<file path="src/rtl/pcm_slot_pkg.sv">
package pcm_slot_pkg;

    // width of the binary slot number in an assignment word
    parameter int unsigned PCM_SLOT_W = 6;

    typedef struct packed {
        logic                  en;
        logic [PCM_SLOT_W-1:0] num;
    } slot_cfg_t;

endpackage

</file>
<file path="src/rtl/pcm_slot_timer.sv">
module pcm_slot_timer
    import pcm_slot_pkg::*;
#(
    parameter  int unsigned BYTE_W = 8,
    localparam int unsigned IDX_W  = $clog2(BYTE_W)
) (
    input  logic             clk,
    input  logic             rst_n,
    input  logic             rise,
    input  logic             fs,
    input  logic             delayed,
    input  logic             wr,
    input  logic             gate,
    input  slot_cfg_t        wcfg,
    output logic             hit,
    output logic [IDX_W-1:0] idx,
    output logic             abort
);
    localparam int unsigned POS_W = PCM_SLOT_W + IDX_W + 1;
    localparam logic [POS_W-1:0] POS_IDLE = {1'b1, {(POS_W-1){1'b0}}};

    typedef struct packed {
        logic             fs_prev;
        logic [POS_W-1:0] pos;
        logic [1:0]       arm;
        slot_cfg_t        cfg;
    } tmr_st_t;

    tmr_st_t          s_d, s_q;
    logic             lead;
    logic             armed_now;
    logic [POS_W-1:0] cur;

    always_comb begin
        s_d   = s_q;
        lead  = rise & fs & ~s_q.fs_prev;
        abort = wr | ~gate;
        cur   = s_q.pos;
        if (lead) begin
            cur = delayed ? POS_IDLE : '0;
        end
        armed_now = ~abort & ((s_q.arm == 2'd2) | (lead & (s_q.arm == 2'd1)));
        hit = rise & armed_now & s_q.cfg.en & ~cur[POS_W-1]
            & (delayed | (s_q.cfg.num == '0))
            & (cur[POS_W-2:IDX_W] == s_q.cfg.num);
        idx = cur[IDX_W-1:0];
        if (rise) begin
            s_d.fs_prev = fs;
            if (lead & delayed) begin
                s_d.pos = '0;
            end else if (!cur[POS_W-1]) begin
                s_d.pos = cur + POS_W'(1);
            end else begin
                s_d.pos = POS_IDLE;
            end
        end
        if (abort) begin
            s_d.arm = 2'd0;
        end else if (lead && (s_q.arm != 2'd2)) begin
            s_d.arm = s_q.arm + 2'd1;
        end
        if (wr) begin
            s_d.cfg = wcfg;
        end
    end

    always_ff @(posedge clk) begin
        if (!rst_n) begin
            s_q.fs_prev <= 1'b0;
            s_q.pos     <= POS_IDLE;
            s_q.arm     <= 2'd0;
            s_q.cfg     <= '0;
        end else begin
            s_q <= s_d;
        end
    end

    // the frame position advances only on a seen bit clock rise
    a_r4_pos_moves_on_rise: assert property (@(posedge clk) disable iff (!rst_n)
        !rise |=> $stable(s_q.pos));

    // a write clears the activation count
    a_r6_write_disarms: assert property (@(posedge clk) disable iff (!rst_n)
        wr |=> (s_q.arm == 2'd0));

endmodule

</file>
<file path="src/rtl/pcm_tx_path.sv">
module pcm_tx_path #(
    parameter  int unsigned BYTE_W = 8,
    localparam int unsigned IDX_W  = $clog2(BYTE_W)
) (
    input  logic              clk,
    input  logic              rst_n,
    input  logic              rise,
    input  logic              fall,
    input  logic              hit,
    input  logic [IDX_W-1:0]  idx,
    input  logic              abort,
    input  logic [BYTE_W-1:0] load_src,
    output logic              tx_data,
    output logic              tx_oe,
    output logic              tx_drv_n,
    output logic              tx_load
);
    typedef struct packed {
        logic [BYTE_W-1:0] sh;
        logic              data;
        logic              oe;
        logic              drv_n;
        logic              load;
        logic              last;
    } tx_st_t;

    tx_st_t s_d, s_q;

    always_comb begin
        s_d      = s_q;
        s_d.load = 1'b0;
        if (abort) begin
            s_d.oe    = 1'b0;
            s_d.drv_n = 1'b1;
            s_d.last  = 1'b0;
        end else if (rise) begin
            if (hit) begin
                if (idx == '0) begin
                    s_d.data = load_src[BYTE_W-1];
                    s_d.sh   = load_src << 1;
                    s_d.load = 1'b1;
                end else begin
                    s_d.data = s_q.sh[BYTE_W-1];
                    s_d.sh   = s_q.sh << 1;
                end
                s_d.oe    = 1'b1;
                s_d.drv_n = 1'b0;
                s_d.last  = (idx == IDX_W'(BYTE_W-1));
            end else begin
                s_d.oe    = 1'b0;
                s_d.drv_n = 1'b1;
                s_d.last  = 1'b0;
            end
        end else if (fall && s_q.last) begin
            s_d.drv_n = 1'b1;
        end
    end

    always_ff @(posedge clk) begin
        if (!rst_n) begin
            s_q.sh    <= '0;
            s_q.data  <= 1'b0;
            s_q.oe    <= 1'b0;
            s_q.drv_n <= 1'b1;
            s_q.load  <= 1'b0;
            s_q.last  <= 1'b0;
        end else begin
            s_q <= s_d;
        end
    end

    assign tx_data  = s_q.data;
    assign tx_oe    = s_q.oe;
    assign tx_drv_n = s_q.drv_n;
    assign tx_load  = s_q.load;

    // the driver enable lies inside the output enable window
    a_r7_drv_inside_oe: assert property (@(posedge clk) disable iff (!rst_n)
        !tx_drv_n |-> tx_oe);

    // a byte is taken only at a slot start with both enables active
    a_r11_load_at_start: assert property (@(posedge clk) disable iff (!rst_n)
        tx_load |-> (tx_oe && !tx_drv_n));

    // serial data moves only on a bit clock rise
    a_r1_data_on_rise: assert property (@(posedge clk) disable iff (!rst_n)
        !rise |=> $stable(s_q.data));

endmodule

</file>
<file path="src/rtl/pcm_rx_path.sv">
module pcm_rx_path #(
    parameter  int unsigned BYTE_W = 8,
    localparam int unsigned IDX_W  = $clog2(BYTE_W)
) (
    input  logic              clk,
    input  logic              rst_n,
    input  logic              rise,
    input  logic              fall,
    input  logic              hit,
    input  logic [IDX_W-1:0]  idx,
    input  logic              abort,
    input  logic              rx_data,
    output logic [BYTE_W-1:0] rx_byte,
    output logic              rx_valid
);
    typedef struct packed {
        logic [BYTE_W-1:0] sh;
        logic              pend;
        logic              last;
        logic [BYTE_W-1:0] byte_out;
        logic              valid;
    } rx_st_t;

    rx_st_t            s_d, s_q;
    logic [BYTE_W-1:0] shifted;

    always_comb begin
        s_d       = s_q;
        s_d.valid = 1'b0;
        shifted   = {s_q.sh[BYTE_W-2:0], rx_data};
        if (abort) begin
            s_d.pend = 1'b0;
        end else if (rise) begin
            s_d.pend = hit;
            s_d.last = (idx == IDX_W'(BYTE_W-1));
        end else if (fall && s_q.pend) begin
            s_d.sh   = shifted;
            s_d.pend = 1'b0;
            if (s_q.last) begin
                s_d.byte_out = shifted;
                s_d.valid    = 1'b1;
            end
        end
    end

    always_ff @(posedge clk) begin
        if (!rst_n) begin
            s_q <= '0;
        end else begin
            s_q <= s_d;
        end
    end

    assign rx_byte  = s_q.byte_out;
    assign rx_valid = s_q.valid;

    // a completed byte follows a bit clock falling edge
    a_r2_valid_after_fall: assert property (@(posedge clk) disable iff (!rst_n)
        rx_valid |-> $past(fall));

    // the valid strobe lasts a single clock
    a_r2_valid_pulse: assert property (@(posedge clk) disable iff (!rst_n)
        rx_valid |=> !rx_valid);

endmodule

</file>
<file path="src/rtl/pcm_slot_port.sv">
module pcm_slot_port
    import pcm_slot_pkg::*;
#(
    parameter  int unsigned BYTE_W = 8,
    localparam int unsigned IDX_W  = $clog2(BYTE_W)
) (
    input  logic                  clk,
    input  logic                  rst_n,
    input  logic                  bclk,
    input  logic                  tx_fs,
    input  logic                  rx_fs,
    input  logic                  rx_data,
    input  logic                  delayed_mode,
    input  logic                  loopback,
    input  logic                  power_up,
    input  logic                  tx_cfg_wr,
    input  logic                  rx_cfg_wr,
    input  logic [PCM_SLOT_W:0]   cfg_wdata,
    input  logic [BYTE_W-1:0]     tx_byte,
    output logic                  tx_data,
    output logic                  tx_oe,
    output logic                  tx_drv_n,
    output logic                  tx_load,
    output logic [BYTE_W-1:0]     rx_byte,
    output logic                  rx_valid
);
    localparam int unsigned N_DIR = 2;

    logic             bclk_d, bclk_q;
    logic             bclk_rise, bclk_fall;
    logic [N_DIR-1:0] fs_v, wr_v, gate_v, hit_v, abort_v;
    logic [IDX_W-1:0] idx_v [N_DIR];
    slot_cfg_t        wcfg;
    logic [BYTE_W-1:0] load_src;

    always_comb begin
        bclk_d    = bclk;
        bclk_rise = bclk & ~bclk_q;
        bclk_fall = ~bclk & bclk_q;
        wcfg      = slot_cfg_t'(cfg_wdata);
        fs_v      = {rx_fs, tx_fs};
        wr_v      = {rx_cfg_wr, tx_cfg_wr};
        gate_v    = {1'b1, power_up};
        load_src  = loopback ? rx_byte : tx_byte;
    end

    always_ff @(posedge clk) begin
        if (!rst_n) begin
            bclk_q <= 1'b0;
        end else begin
            bclk_q <= bclk_d;
        end
    end

    // index 0 serves transmit, index 1 serves receive
    for (genvar d = 0; d < N_DIR; d++) begin : g_dir
        pcm_slot_timer #(.BYTE_W(BYTE_W)) u_tmr (
            .clk     (clk),
            .rst_n   (rst_n),
            .rise    (bclk_rise),
            .fs      (fs_v[d]),
            .delayed (delayed_mode),
            .wr      (wr_v[d]),
            .gate    (gate_v[d]),
            .wcfg    (wcfg),
            .hit     (hit_v[d]),
            .idx     (idx_v[d]),
            .abort   (abort_v[d])
        );
    end

    pcm_tx_path #(.BYTE_W(BYTE_W)) u_tx (
        .clk      (clk),
        .rst_n    (rst_n),
        .rise     (bclk_rise),
        .fall     (bclk_fall),
        .hit      (hit_v[0]),
        .idx      (idx_v[0]),
        .abort    (abort_v[0]),
        .load_src (load_src),
        .tx_data  (tx_data),
        .tx_oe    (tx_oe),
        .tx_drv_n (tx_drv_n),
        .tx_load  (tx_load)
    );

    pcm_rx_path #(.BYTE_W(BYTE_W)) u_rx (
        .clk      (clk),
        .rst_n    (rst_n),
        .rise     (bclk_rise),
        .fall     (bclk_fall),
        .hit      (hit_v[1]),
        .idx      (idx_v[1]),
        .abort    (abort_v[1]),
        .rx_data  (rx_data),
        .rx_byte  (rx_byte),
        .rx_valid (rx_valid)
    );

    // powered down means the transmit output is released
    a_r8_pwrdn_hiz: assert property (@(posedge clk) disable iff (!rst_n)
        !power_up |=> !tx_oe);

    // an assignment write silences the transmitter at once
    a_r6_wr_stops_tx: assert property (@(posedge clk) disable iff (!rst_n)
        tx_cfg_wr |=> !tx_oe);

endmodule

</file>
<file path="config.mk">
export PLATFORM = sky130hd
export DESIGN_NAME = pcm_slot_port
export DESIGN_NICKNAME = d
export VERILOG_FILES = /design/src/rtl/pcm_slot_pkg.sv /design/src/rtl/pcm_slot_timer.sv /design/src/rtl/pcm_tx_path.sv /design/src/rtl/pcm_rx_path.sv /design/src/rtl/pcm_slot_port.sv
export SDC_FILE = /design/constraint.sdc
export NUM_CORES = 1
export LEC_CHECK = 0
export ABC_AREA = 0
export BUFFER_PORTS_ARGS = -buffer_cell sky130_fd_sc_hd__clkbuf_2
export CAP_MARGIN = 20
export CORE_ASPECT_RATIO = 1.4
export CORE_MARGIN = 2
export CORE_UTILIZATION = 30
export CTS_BUF_LIST = sky130_fd_sc_hd__clkbuf_4 sky130_fd_sc_hd__clkbuf_8
export CTS_CLUSTER_SIZE = 10
export DETAILED_ROUTE_END_ITERATION = 8
export PLACE_DENSITY = 0.53
export SETUP_SLACK_MARGIN = 0.4
export SLEW_MARGIN = 20
export SYNTH_ARGS = -nofsm -noshare
export SYNTH_HDL_FRONTEND = slang
export SYNTH_SLANG_ARGS = --single-unit
</file>
<file path="constraint.sdc">
create_clock -name clk -period 5.17 [get_ports clk]
set_clock_uncertainty 0.2 [all_clocks]
set_input_delay 1.2925 -clock clk [delete_from_list [all_inputs] [get_ports clk]]
set_output_delay 1.2925 -clock clk [all_outputs]
set_load 0.005 [all_outputs]
</file>
==> impl_metrics.yaml <==
run_status:
  status: "finished, final reports clean"
yosys:
  yosysTopAreaCellShare: 0.389
  synth_largest_area_cell: "dfxtp_1"
  synth_cell_types: 58
  yosys.cell_count.top_type: "dfxtp_1"
  ys_warn_count: 0
  synth_nets: 466
  synth_seq_area_share: 0.389
  async_flop_share: 0
  synth_area_sq_mm: 0.00366
  synth-edff-count: 0
  synth_cells: 431
  yosys-top-cells-count: "71 x dfxtp_1, 51 x nor2_1, 49 x nand2_1"
  avgSynthCellArea_sq_um: 8.48
  synthTopCellsByArea: "dfxtp_1 39%, mux2i_1 9.6%, nor2_1 5.2%, nand2_1 5.0%, a21oi_1 3.3%"
  ys_ff_latch: 71
  synth-main-ff-cell: "dfxtp_1"
pwr:
  leakagePower_nw: 1.61
  power.density_mw_per_mm2: 274
  ir_worst_vdd_mv: 0.115
worst_setup_path:
  end_kind: "flop"
  start_kind: "input port"
  reg2reg_slack_ns: 2.61
  crit_path_frequent_cell: "and3_1"
  slowest_stage: "nand4bb_1"
  crit_path_max_incr_delay_ns: 0.36
  critical_path_arrival_ns: 3.28
  crit_chain: "clkbuf_2 > nand4bb_1 > nand2_1 > inv_1 > ha_1 > and3_1 > and3_1 > a311oi_1 > o21ai_0 > a21oi_1"
  crit_type: "in2reg"
  crit_fanout: 8
  required_ns: 5.25
detailed_routing:
  dr_wl_met2_microns: 4260
  drt_iter0_markers: 168
  drc: 0
  dr.pass1.iters: 5
  routed-wl-met3_microns: 299
  routed.top_layer: "met4"
  met1_length_microns: 3890
  via_per_inst: 5.10
  vias: 3062
  drt-wirelength-per-cell_microns: 14.4
  ant_nets: 0
  drt-total-wl_microns: 8630
place:
  dpl_worst_slack_ns: 1.59
  portBuffers: 38
  hpwl_microns: 6160
  gp_congestion: 0.834
  dp.cells: 584
sta:
  finalSetupTns_ns: 0
  worst_pin_slew_ns: 0.892
  rsz0062_at_grt: "false"
  hold_slack_ns: 0.260
  relSlewSlack: 0.405
  hold_viol: 0
  fin_crit_ns: 3.20
  fin_ws_ns: 1.97
  max_freq_mhz: 313
  final_max_slew_viol_count: 0
  setup_violations: 0
  period_share: 0.618
die:
  fp-row-count: 47
  die_h_microns: 135
  die_area_sq_mm: 0.0131
  ioPinCount: 39
  floorplan.core_area_sq_mm: 0.0119
  start_util: 0.308
  dieWidth_microns: 97.3
clocking:
  clockRootBuffer: "clkbuf_8"
  cts_buffers: 9
  hold_buffers: 0
  post_cts_resized: 0
  htree_levels: 3
  cts.sinks: 71
  cts_tree: "done"
  clk_latency_ns: 0.35
  clk_pin_slew_ns: 0.07
  postCtsSetupBuffers: 0
  cts.path.max_buffers: 2
global_route:
  grt.overflow.total: 0
  first_global_vias: 2747
  grt_max_degree: 30
  grt_pass1_wl_microns: 13600
  grtUsageTotal: 0.130
  antenna_found_initial: 0
run:
  max_cap_viol_count: 0
final_layout:
  drive_gt1_frac: 0.148
  final.fill_count: 1247
  antenna_cells: 0
  fin_cells: 600
  syn_to_final_growth_pct: 11.1
  final_net_count: 483
worst_hold_path:
  hp-class: "reg2reg"
## layout by cell type, fill, tap and decap left out, drive strengths merged, types with 4 or more instances in the layout
cell type	count
dfxtp	71
nor2	51
nand2	49
clkbuf	48
mux2i	35
o21ai	25
a21oi	24
nand3	15
inv	11
ha	9
nand4	9
a22oi	8
o211ai	8
a31oi	7
and2	6
xnor2	6
nand3b	5
and3	5
clkinv	5
nor4bb	4
and4bb	4
## flip-flops by register name, indices dropped and copies added (netlist names)
register / cells
u_rx.rx_byte: 8
u_tx.tx_oe: 1
g_dir.u_tmr.s_q: 40
u_tx.s_q: 8
u_tx.tx_load: 1
u_tx.tx_drv_n: 1
u_rx.s_q: 9
u_rx.rx_valid: 1
u_tx.tx_data: 1
bclk_q: 1
## worst max-delay path, delay by kind of cell
kind	cells	cell delay [ns]
and+or+nand+nor	4	1.02
AOI/OAI and AO/OA	3	0.51
buffers and inverters	2	0.24
adders and majority gates	1	0.22
## power breakdown
group | internal (mW) | switching, mW | leakage, nW
logic | 0.0401 | 0.0618 | 0.933
registers | 0.557 | 0.0111 | 0.576
clock network | 0.226 | 0.216 | 0.0994
total | 0.824 | 0.289 | 1.61
## stage by stage
step                cell area, sq um  total power [mW]   util
floorplan                       3660             0.652      -
global placement                3870             0.683  0.326
detailed placement              3870             0.684  0.326
CTS                             4060              1.13  0.342
global route                    4060              1.17  0.342
finish                          4060              1.11  0.342
## layer usage
metal	vias to the layer above	track usage
met5	-	0
met4	0	0.0617
li1	1562	-
met3	13	0.0290
met1	1432	0.156
met2	55	0.223
## worst paths after layout
| check | to | depth (start not counted) | from |
|---|---|---|---|
| setup / recovery | g_dir[0].u_tmr.s_q[17] | 10 | bclk |
| hold / removal | u_tx.s_q[7] | 2 | u_tx.s_q[7] |
| setup reg to reg | g_dir[0].u_tmr.s_q[17] | 9 | bclk_q |
| hold reg to reg | u_tx.s_q[7] | 2 | u_tx.s_q[7] |
## final cells by class
cell class                 count  area (sq um)  share of cell area
clock inverter                 6          61.3              0.0151
inverter                      12          45.0              0.0111
timing repair buffer          40           205              0.0505
clock buffer                  10           131              0.0324
tap                          147           184              0.0453
multi-input combinational    314          2010               0.496
sequential                    71          1420               0.350
## kinds of logic (layout without fill, tap and decap cells)
logic type	after synthesis	count (layout)	synth area share
adders and majority gates	9	9	0.0308
muxes	36	36	0.0989
AOI/OAI and AO/OA	91	91	0.159
buffers and inverters	46	68	0.0609
and+or+nand+nor	171	171	0.244
xor gates and xnor gates	7	7	0.0168
DFF	71	71	0.389
Power figures use the tool's default switching activity.
